===== src/rtl/page_bin_tlb.sv =====
module page_bin_tlb #(
  parameter int ENTRIES = 8,
  parameter int VPN_W   = 20,
  parameter int PPN_W   = 20,
  parameter int OFF_W   = 13,
  parameter int BLK_W   = 7,
  parameter int BIN_W   = 7,
  parameter int SLICE_W = 4
) (
  input  logic                                     clk,
  input  logic                                     rst_n,
  input  logic                                     lk_valid,
  input  logic [VPN_W+OFF_W-1:0]                   lk_vaddr,
  input  logic                                     l1_miss,
  input  logic                                     mode_shared,
  input  logic                                     fill_valid,
  input  logic [VPN_W-1:0]                         fill_vpn,
  input  logic [PPN_W-1:0]                         fill_ppn,
  input  logic [BIN_W-1:0]                         fill_bin,
  input  logic                                     inv_valid,
  input  logic [VPN_W-1:0]                         inv_vpn,
  output logic                                     lk_hit,
  output logic                                     lk_miss,
  output logic [PPN_W+OFF_W-1:0]                   lk_paddr,
  output logic                                     req_valid,
  output logic [SLICE_W-1:0]                       req_slice,
  output logic [BIN_W-SLICE_W+OFF_W-BLK_W-1:0]     req_set
);
  localparam int IDX_W = (ENTRIES > 1) ? $clog2(ENTRIES) : 1;
  localparam int LB_W  = BIN_W - SLICE_W;
  localparam int SET_W = LB_W + OFF_W - BLK_W;
  localparam int VA_W  = VPN_W + OFF_W;
  localparam int PA_W  = PPN_W + OFF_W;

  logic [ENTRIES-1:0] vld_q;
  logic [VPN_W-1:0]   vpn_q [ENTRIES];
  logic [PPN_W-1:0]   ppn_q [ENTRIES];
  logic [BIN_W-1:0]   bin_q [ENTRIES];
  logic [IDX_W-1:0]   rr_q;

  wire [VPN_W-1:0] lk_vpn = lk_vaddr[VA_W-1:OFF_W];
  wire [OFF_W-1:0] lk_off = lk_vaddr[OFF_W-1:0];

  logic             hit, fmatch, free_any, use_rr;
  logic [IDX_W-1:0] hit_idx, fm_idx, free_idx, tgt;

  always_comb begin
    hit = 1'b0;      hit_idx  = '0;
    fmatch = 1'b0;   fm_idx   = '0;
    free_any = 1'b0; free_idx = '0;
    for (int i = 0; i < ENTRIES; i++) begin
      if (vld_q[i] && vpn_q[i] == lk_vpn) begin
        hit = 1'b1; hit_idx = IDX_W'(i);
      end
      if (vld_q[i] && vpn_q[i] == fill_vpn) begin
        fmatch = 1'b1; fm_idx = IDX_W'(i);
      end
    end
    for (int i = ENTRIES - 1; i >= 0; i--) begin
      if (!vld_q[i]) begin
        free_any = 1'b1; free_idx = IDX_W'(i);
      end
    end
    use_rr = !fmatch && !free_any;
    tgt    = fmatch ? fm_idx : (free_any ? free_idx : rr_q);
  end

  always_ff @(posedge clk) begin
    if (!rst_n) begin
      vld_q <= '0;
      rr_q  <= '0;
    end else begin
      for (int i = 0; i < ENTRIES; i++)
        if (inv_valid && vld_q[i] && vpn_q[i] == inv_vpn) vld_q[i] <= 1'b0;
      if (fill_valid) vld_q[tgt] <= 1'b1;
      if (fill_valid && use_rr)
        rr_q <= (rr_q == IDX_W'(ENTRIES - 1)) ? '0 : rr_q + 1'b1;
    end
  end

  always_ff @(posedge clk) begin
    if (fill_valid) begin
      vpn_q[tgt] <= fill_vpn;
      ppn_q[tgt] <= fill_ppn;
      bin_q[tgt] <= fill_bin;
    end
  end

  wire [PPN_W-1:0]   hppn = ppn_q[hit_idx];
  wire [BIN_W-1:0]   hbin = bin_q[hit_idx];
  wire [PA_W-1:0]    pa   = {hppn, lk_off};
  wire [SLICE_W-1:0] slice_sel = mode_shared ? pa[BLK_W +: SLICE_W]
                                             : hbin[BIN_W-1 -: SLICE_W];
  wire [SET_W-1:0]   set_sel   = mode_shared ? pa[BLK_W+SLICE_W +: SET_W]
                                             : {hbin[LB_W-1:0], lk_off[OFF_W-1:BLK_W]};

  assign lk_hit    = lk_valid & hit;
  assign lk_miss   = lk_valid & ~hit;
  assign lk_paddr  = lk_hit ? pa : '0;
  assign req_valid = lk_hit & l1_miss;
  assign req_slice = req_valid ? slice_sel : '0;
  assign req_set   = req_valid ? set_sel : '0;
endmodule


===== config.mk =====
export PLATFORM = sky130hd
export DESIGN_NAME = page_bin_tlb
export DESIGN_NICKNAME = d
export VERILOG_FILES = /design/src/rtl/page_bin_tlb.sv
export SDC_FILE = /design/constraint.sdc
export NUM_CORES = 1
export LEC_CHECK = 0
export ABC_CLOCK_PERIOD_IN_PS = 9800
export BUFFER_PORTS_ARGS = -buffer_cell sky130_fd_sc_hd__buf_2
export CAP_MARGIN = 20
export CORE_AREA = 2 2 217 219
export CTS_BUF_LIST = sky130_fd_sc_hd__clkbuf_2 sky130_fd_sc_hd__clkbuf_4 sky130_fd_sc_hd__clkbuf_8
export CTS_CLUSTER_SIZE = 16
export DETAILED_ROUTE_END_ITERATION = 12
export DIE_AREA = 0 0 219 221
export HOLD_SLACK_MARGIN = 0.1
export PLACE_DENSITY = 0.68
export SYNTH_ARGS = -nofsm -noshare
export SYNTH_HDL_FRONTEND = slang
export SYNTH_SLANG_ARGS = --single-unit

===== constraint.sdc =====
create_clock -name clk -period 9.8 [get_ports clk]
set_clock_uncertainty 0.2 [all_clocks]
set_input_delay 1.96 -clock clk [delete_from_list [all_inputs] [get_ports clk]]
set_output_delay 1.96 -clock clk [all_outputs]
set_load 0.05 [all_outputs]

Word-level counts from Yosys, hierarchy flattened
Memory sizes are Yosys's and may differ from the RTL's.
Index checks and enable logic that the tools add are counted.
{"block": "word_totals", "reg_bits": 11, "ramBits": 376, "in_bits": 107, "out_inout_bits": 49, "elab_cells": 150, "n_memories": 3}
{"memory": "ppn_q", "depth": 8, "word_bits": 20, "read_ports": 1, "rd_ports_with_merged_regs": 0, "write_ports": 1, "line": "37", "text": "logic [PPN_W-1:0] ppn_q [ENTRIES];"}
{"memory": "vpn_q", "depth": 8, "word_bits": 20, "read_ports": 8, "rd_ports_with_merged_regs": 0, "write_ports": 1, "line": "36", "text": "logic [VPN_W-1:0] vpn_q [ENTRIES];"}
{"memory": "bin_q", "depth": 8, "word_bits": 7, "read_ports": 1, "rd_ports_with_merged_regs": 0, "write_ports": 1, "line": "38", "text": "logic [BIN_W-1:0] bin_q [ENTRIES];"}
{"block": "op_classes", "n_addsub": 1, "n_lt_le_gt_ge": 2, "n_eq_ne": 25, "mux": 75, "bitwise_logic": 5, "reduce_logical": 37}
{"op": "== test 20 bit", "n": 24}
{"op": "2-to-1 mux 3 bit", "n": 23}
{"op": "2-to-1 mux 1 bit", "n": 45}
{"op": "logical AND 1 bit", "n": 35}
{"op": "2-to-1 mux 33 bit", "n": 1}
{"op": "2-to-1 mux 9 bit", "n": 2}
{"op": "2-to-1 mux 4 bit", "n": 2}
{"op": "2-to-1 mux 8 bit", "n": 1}
{"op": "bitwise OR 8 bit", "n": 1}
{"op": "less-than comparator 3 x 4 -> 1 bit, second input constant", "n": 1}
{"op": "adder 3 x 1 -> 3 bit, second input constant", "n": 1}
{"op": "bitwise AND 1 bit", "n": 3}
{"op": "demux 1 bit (select 3 bit)", "n": 1}
{"op": "== test 3 bit, second input constant", "n": 1}
{"op": ">= comparator 3 x 1 -> 1 bit, second input constant", "n": 1}
{"op": "zero test 1 bit", "n": 2}
{"op": "NOT 1 bit", "n": 1}

Longest topological paths before layout
An unclocked memory read counts as a cell.
{"block": "depth", "depth_word": 18, "depth_mapped": 13, "depth_no_buf": 11}

Worst setup path after synthesis
Ideal clock, no wire load.
{"block": "synth_timing", "path_type": "in2out", "startpoint": "input port lk_vaddr[25]", "endpoint": "output port lk_paddr[20]", "arrival_ns": 5.403, "t_required_ns": 7.640, "slack_ns": 2.237, "cell_stages": 11, "path_buffers": 2, "path_cell_list": "buf_2 xnor2_1 nand4_1 or4_1 o211a_1 o21ai_4 nand2_4 a21oi_4 buf_6 mux2i_1 a221oi_1"}
{"block": "synth_between", "elab_chain_cells": 12, "word_cells_on_any_way": 34, "cone_classes": "eq/ne (8); mux (16); bitwise (1); reduce/logical (8); memory (1)"}
{"item": "start, declared", "line": "13", "text": "input logic [VPN_W+OFF_W-1:0] lk_vaddr,"}
{"item": "branches (longest 11 deep; another with memory read (8 x 20 bit))"}
{"item": "2-to-1 mux 33 bit *", "line": "99", "text": "assign lk_paddr = lk_hit ? pa : '0;"}
{"item": "end, declared", "line": "24", "text": "output logic [PPN_W+OFF_W-1:0] lk_paddr,"}
Mark *: on every way between the ends.

Worst setup path in the final report
{"block": "layout_timing", "startpoint": "input port lk_vaddr[18]", "endpoint": "output port lk_paddr[32]"}
Same word-level chain as after synthesis.

==> impl_metrics.py <==
metrics = {
    "run_status": {
        "outcome": "complete, no violations",
    },
    "synth": {
        "synth_fa_ha_area_share_pct": 0.122,
        "synth-xor-area-share_pct": 20.6,
        "yosysUniqueCellTypes": 65,
        "yosys_warnings": 0,
        "yosys.area_share.simple_pct": 10.2,
        "netlist.area_leader.share_pct": 55.2,
        "synth_top_family_by_area": "XOR/XNOR gates",
        "synth.cell_area_mm2": 0.0205,
        "syn-num-nets": 1706,
        "synth_compound_area_share_pct": 7.07,
        "syn_inst": 1597,
        "ys_ff_latch": 387,
        "synth-edff-count": 376,
        "synth-main-ff-cell": "edfxtp_1",
        "async_flop_share_pct": 0,
        "avgSynthCellArea_um2": 12.8,
        "yosysSeqAreaShare_pct": 56.3,
        "synthTopCellsByArea": "edfxtp_1 (55%), xnor2_1 (12%), xor2_1 (8.2%)",
        "netlist.top_cell.by_area": "edfxtp_1",
        "muxShareOfSynthArea_pct": 3.10,
    },
    "floorplan": {
        "rows": 79,
        "dieWidth_um": 219,
        "dieArea_mm2": 0.0484,
        "io_pins": 156,
        "fp.coreArea_mm2": 0.0461,
        "die_h_um": 221,
        "start_util_pct": 44.4,
    },
    "hold_path": {
        "min_path_cells": 2,
        "min_path_type": "register to register",
    },
    "critical_path": {
        "ff2ff_path_depth": 9,
        "crit_slowest_cell": "nand4_1",
        "startpoint_type": "input pin",
        "cpPeakStageDelay_ns": 0.52,
        "end_kind": "primary output",
        "cp.arrival_ns": 6.11,
        "worstPathMaxFanout": 27,
        "critPathKind": "input pin to primary output",
        "cp_cell_sequence": "buf_2 -> xnor2_1 -> nand4_1 -> nor4_1 -> nand4_1 -> o21ai_4 -> nand2_4 -> a21oi_4 -> buf_4 -> mux2i_1 -> a221oi_1 -> buf_2",
        "worstPathRequired_ns": 7.64,
        "rrSetupSlack_ns": 4.30,
    },
    "detailed_routing": {
        "avgRoutedWirePerCell_um": 29.9,
        "viasPerCell": 6.02,
        "first_iter_violations": 1649,
        "drc": 0,
        "dr.pass1.iters": 9,
        "routed_wl_um": 71900,
        "antenna_left": 0,
        "vias": 14500,
    },
    "global_route": {
        "grt_pass1_wl_um": 102000,
        "grt_pass1_vias": 13900,
        "grt_overflow": 0,
        "antenna_found_initial": 9,
        "grt_use_total_pct": 29.8,
        "grt_start_max_net_pins": 49,
    },
    "timing": {
        "worstMarginPinSlew_ns": 1.17,
        "finalHoldViolations": 0,
        "max-slew-margin-rel_pct": 21.2,
        "rsz0062_at_grt": "no",
        "max_clock_freq_mhz": 121,
        "maxSlewViolCount": 0,
        "min_period_ns": 8.27,
        "period_share_pct": 84.4,
        "setup_viol": 0,
        "setup-tns-final_ns": 0,
    },
    "cts": {
        "clk_path_buf_depth": 3,
        "cts_tree": "yes",
        "htree_levels": 3,
        "cts.root.buffer_cell": "clkbuf_8",
        "clkSinkCount": 387,
        "clk_latency_ns": 0.66,
        "cts.repair.resized": 0,
        "cts-hold-fix-buffers": 0,
        "clkTransAtPathRegs_ns": 0.05,
        "numCtsBuffers": 68,
        "post_cts_buffers": 0,
    },
    "cells_and_area": {
        "fillers": 4115,
        "nNetsFinal": 1856,
        "multi_input_area_mm2": 0.00845,
        "areaGrowthSynthToFinish_pct": 12.3,
        "utilization_pct": 49.9,
        "regArea_mm2": 0.0115,
        "drive_gt1_share_pct": 17.0,
    },
    "placement": {
        "dp_hpwl_um": 50600,
        "io_buffers": 155,
        "gp_congestion": 1.08,
    },
    "flow_run": {
        "maxCapViolCount": 0,
    },
    "power_and_ir_drop": {
        "power_density_mw_per_mm2": 158,
        "vdd_ir_drop_max_v": 0.000123,
        "p_leak_nw": 7.75,
    },
}
==> through the flow <==
step	total power [mW]	hold slack (ns)	worst slack, ns	instances	instance area [um2]
floorplan	2.08	0.310	2.24	1597	20500
global placement	2.22	0.331	1.68	2283	21700
detailed placement	2.22	0.345	1.64	2283	21700
CTS	3.64	0.353	1.62	2401	23000
global route	3.74	0.376	1.30	2404	23000
finish	3.62	0.347	1.53	2406	23000
==> state kept, by name, summed over array words and instances (netlist names) <==
signal and count:
ppn_q 160, vld_q 8, vpn_q 160, bin_q 56, rr_q 3
==> critical path: cells and delay by family <==
kind            cells  cell delay, ns
compound gates      3            1.09
xor+xnor            1            0.43
buf+inv             3            1.03
mux                 1            0.14
simple gates        4            1.42
==> area by class of cell <==
cell class	instances	area share, %
sequential	387	50.1
multi-input combinational	1098	36.8
clock buffer	87	4.75
timing repair buffer	175	4.02
tap	607	3.31
clock inverter	31	0.746
inverter	17	0.278
antenna	4	0.0436
==> path summary, 6_finish.rpt <==
| path | from | endpoint |
|---|---|---|
| worst max-delay path | lk_vaddr[18] | lk_paddr[32] |
| worst min-delay path | rr_q[1] | rr_q[1] |
| worst max register to register | vpn_q[0][10] | ppn_q[5][12] |
| worst min register to register | rr_q[1] | rr_q[1] |
==> cells by family after synthesis <==
group / Yosys count
muxes: 63
DFF: 387
xor gates and xnor gates: 480
and+or+nand+nor: 365
adders and majority gates: 2
buffers and inverters: 112
AOI/OAI and AO/OA: 188
==> report_power, final <==
| part | leakage, nW | internal, mW | total [mW] | switching (mW) |
|---|---|---|---|---|
| sequential | 3.50 | 1.85 | 1.87 | 0.0209 |
| combinational | 3.58 | 0.102 | 0.328 | 0.226 |
| clock | 0.660 | 0.755 | 1.43 | 0.673 |
==> cell usage in the layout, fill, tap and decap left out, drive strengths merged, types with 15 or more instances in the layout <==
master,synthesis,layout
xor2,191,191
a211oi,15,15
nor2,50,50
nand4,98,98
o21ai,23,23
mux2i,61,61
buf,53,175
clkinv,0,25
a221oi,16,16
o21a,22,22
xnor2,289,289
a211o,23,23
nor4,66,66
nand3,44,44
edfxtp,376,376
nand2,29,29
clkbuf,42,87
a21oi,27,27
and2,15,15
nor3,17,17
inv,17,20
==> Yosys cell counts (3+ instances only) <==
cell type  instances
a211o_1           23
a211oi_1          15
a21boi_0           9
a21o_1             8
a21oi_1           26
a221oi_1           6
a221oi_2          10
a31oi_1            9
a41oi_1            4
and2_1            15
and3_1             4
and4_1             6
buf_1              3
buf_2             37
buf_4              5
buf_6              7
clkbuf_1          42
dfxtp_1           11
edfxtp_1         376
inv_1             17
mux2i_1           61
nand2_1           28
nand2b_1           4
nand3_1           44
nand4_1           98
nor2_1            50
nor2b_1            7
nor3_1            16
nor3b_1            3
nor4_1            66
nor4b_1            3
o211ai_1           4
o21a_1            22
o21ai_0           21
o221ai_1          11
o31ai_1            5
or2_2              5
or4_1              6
xnor2_1          289
xor2_1           191
==> metal layers <==
layer,part of all wire [%],up-vias,track usage [%]
met5,0.074,-,0
met3,12,139,10.5
met2,42,849,42.0
li1,-,6273,-
met1,42,7206,42.4
met4,3.1,10,10.4
(Power assumes the default switching activity.)
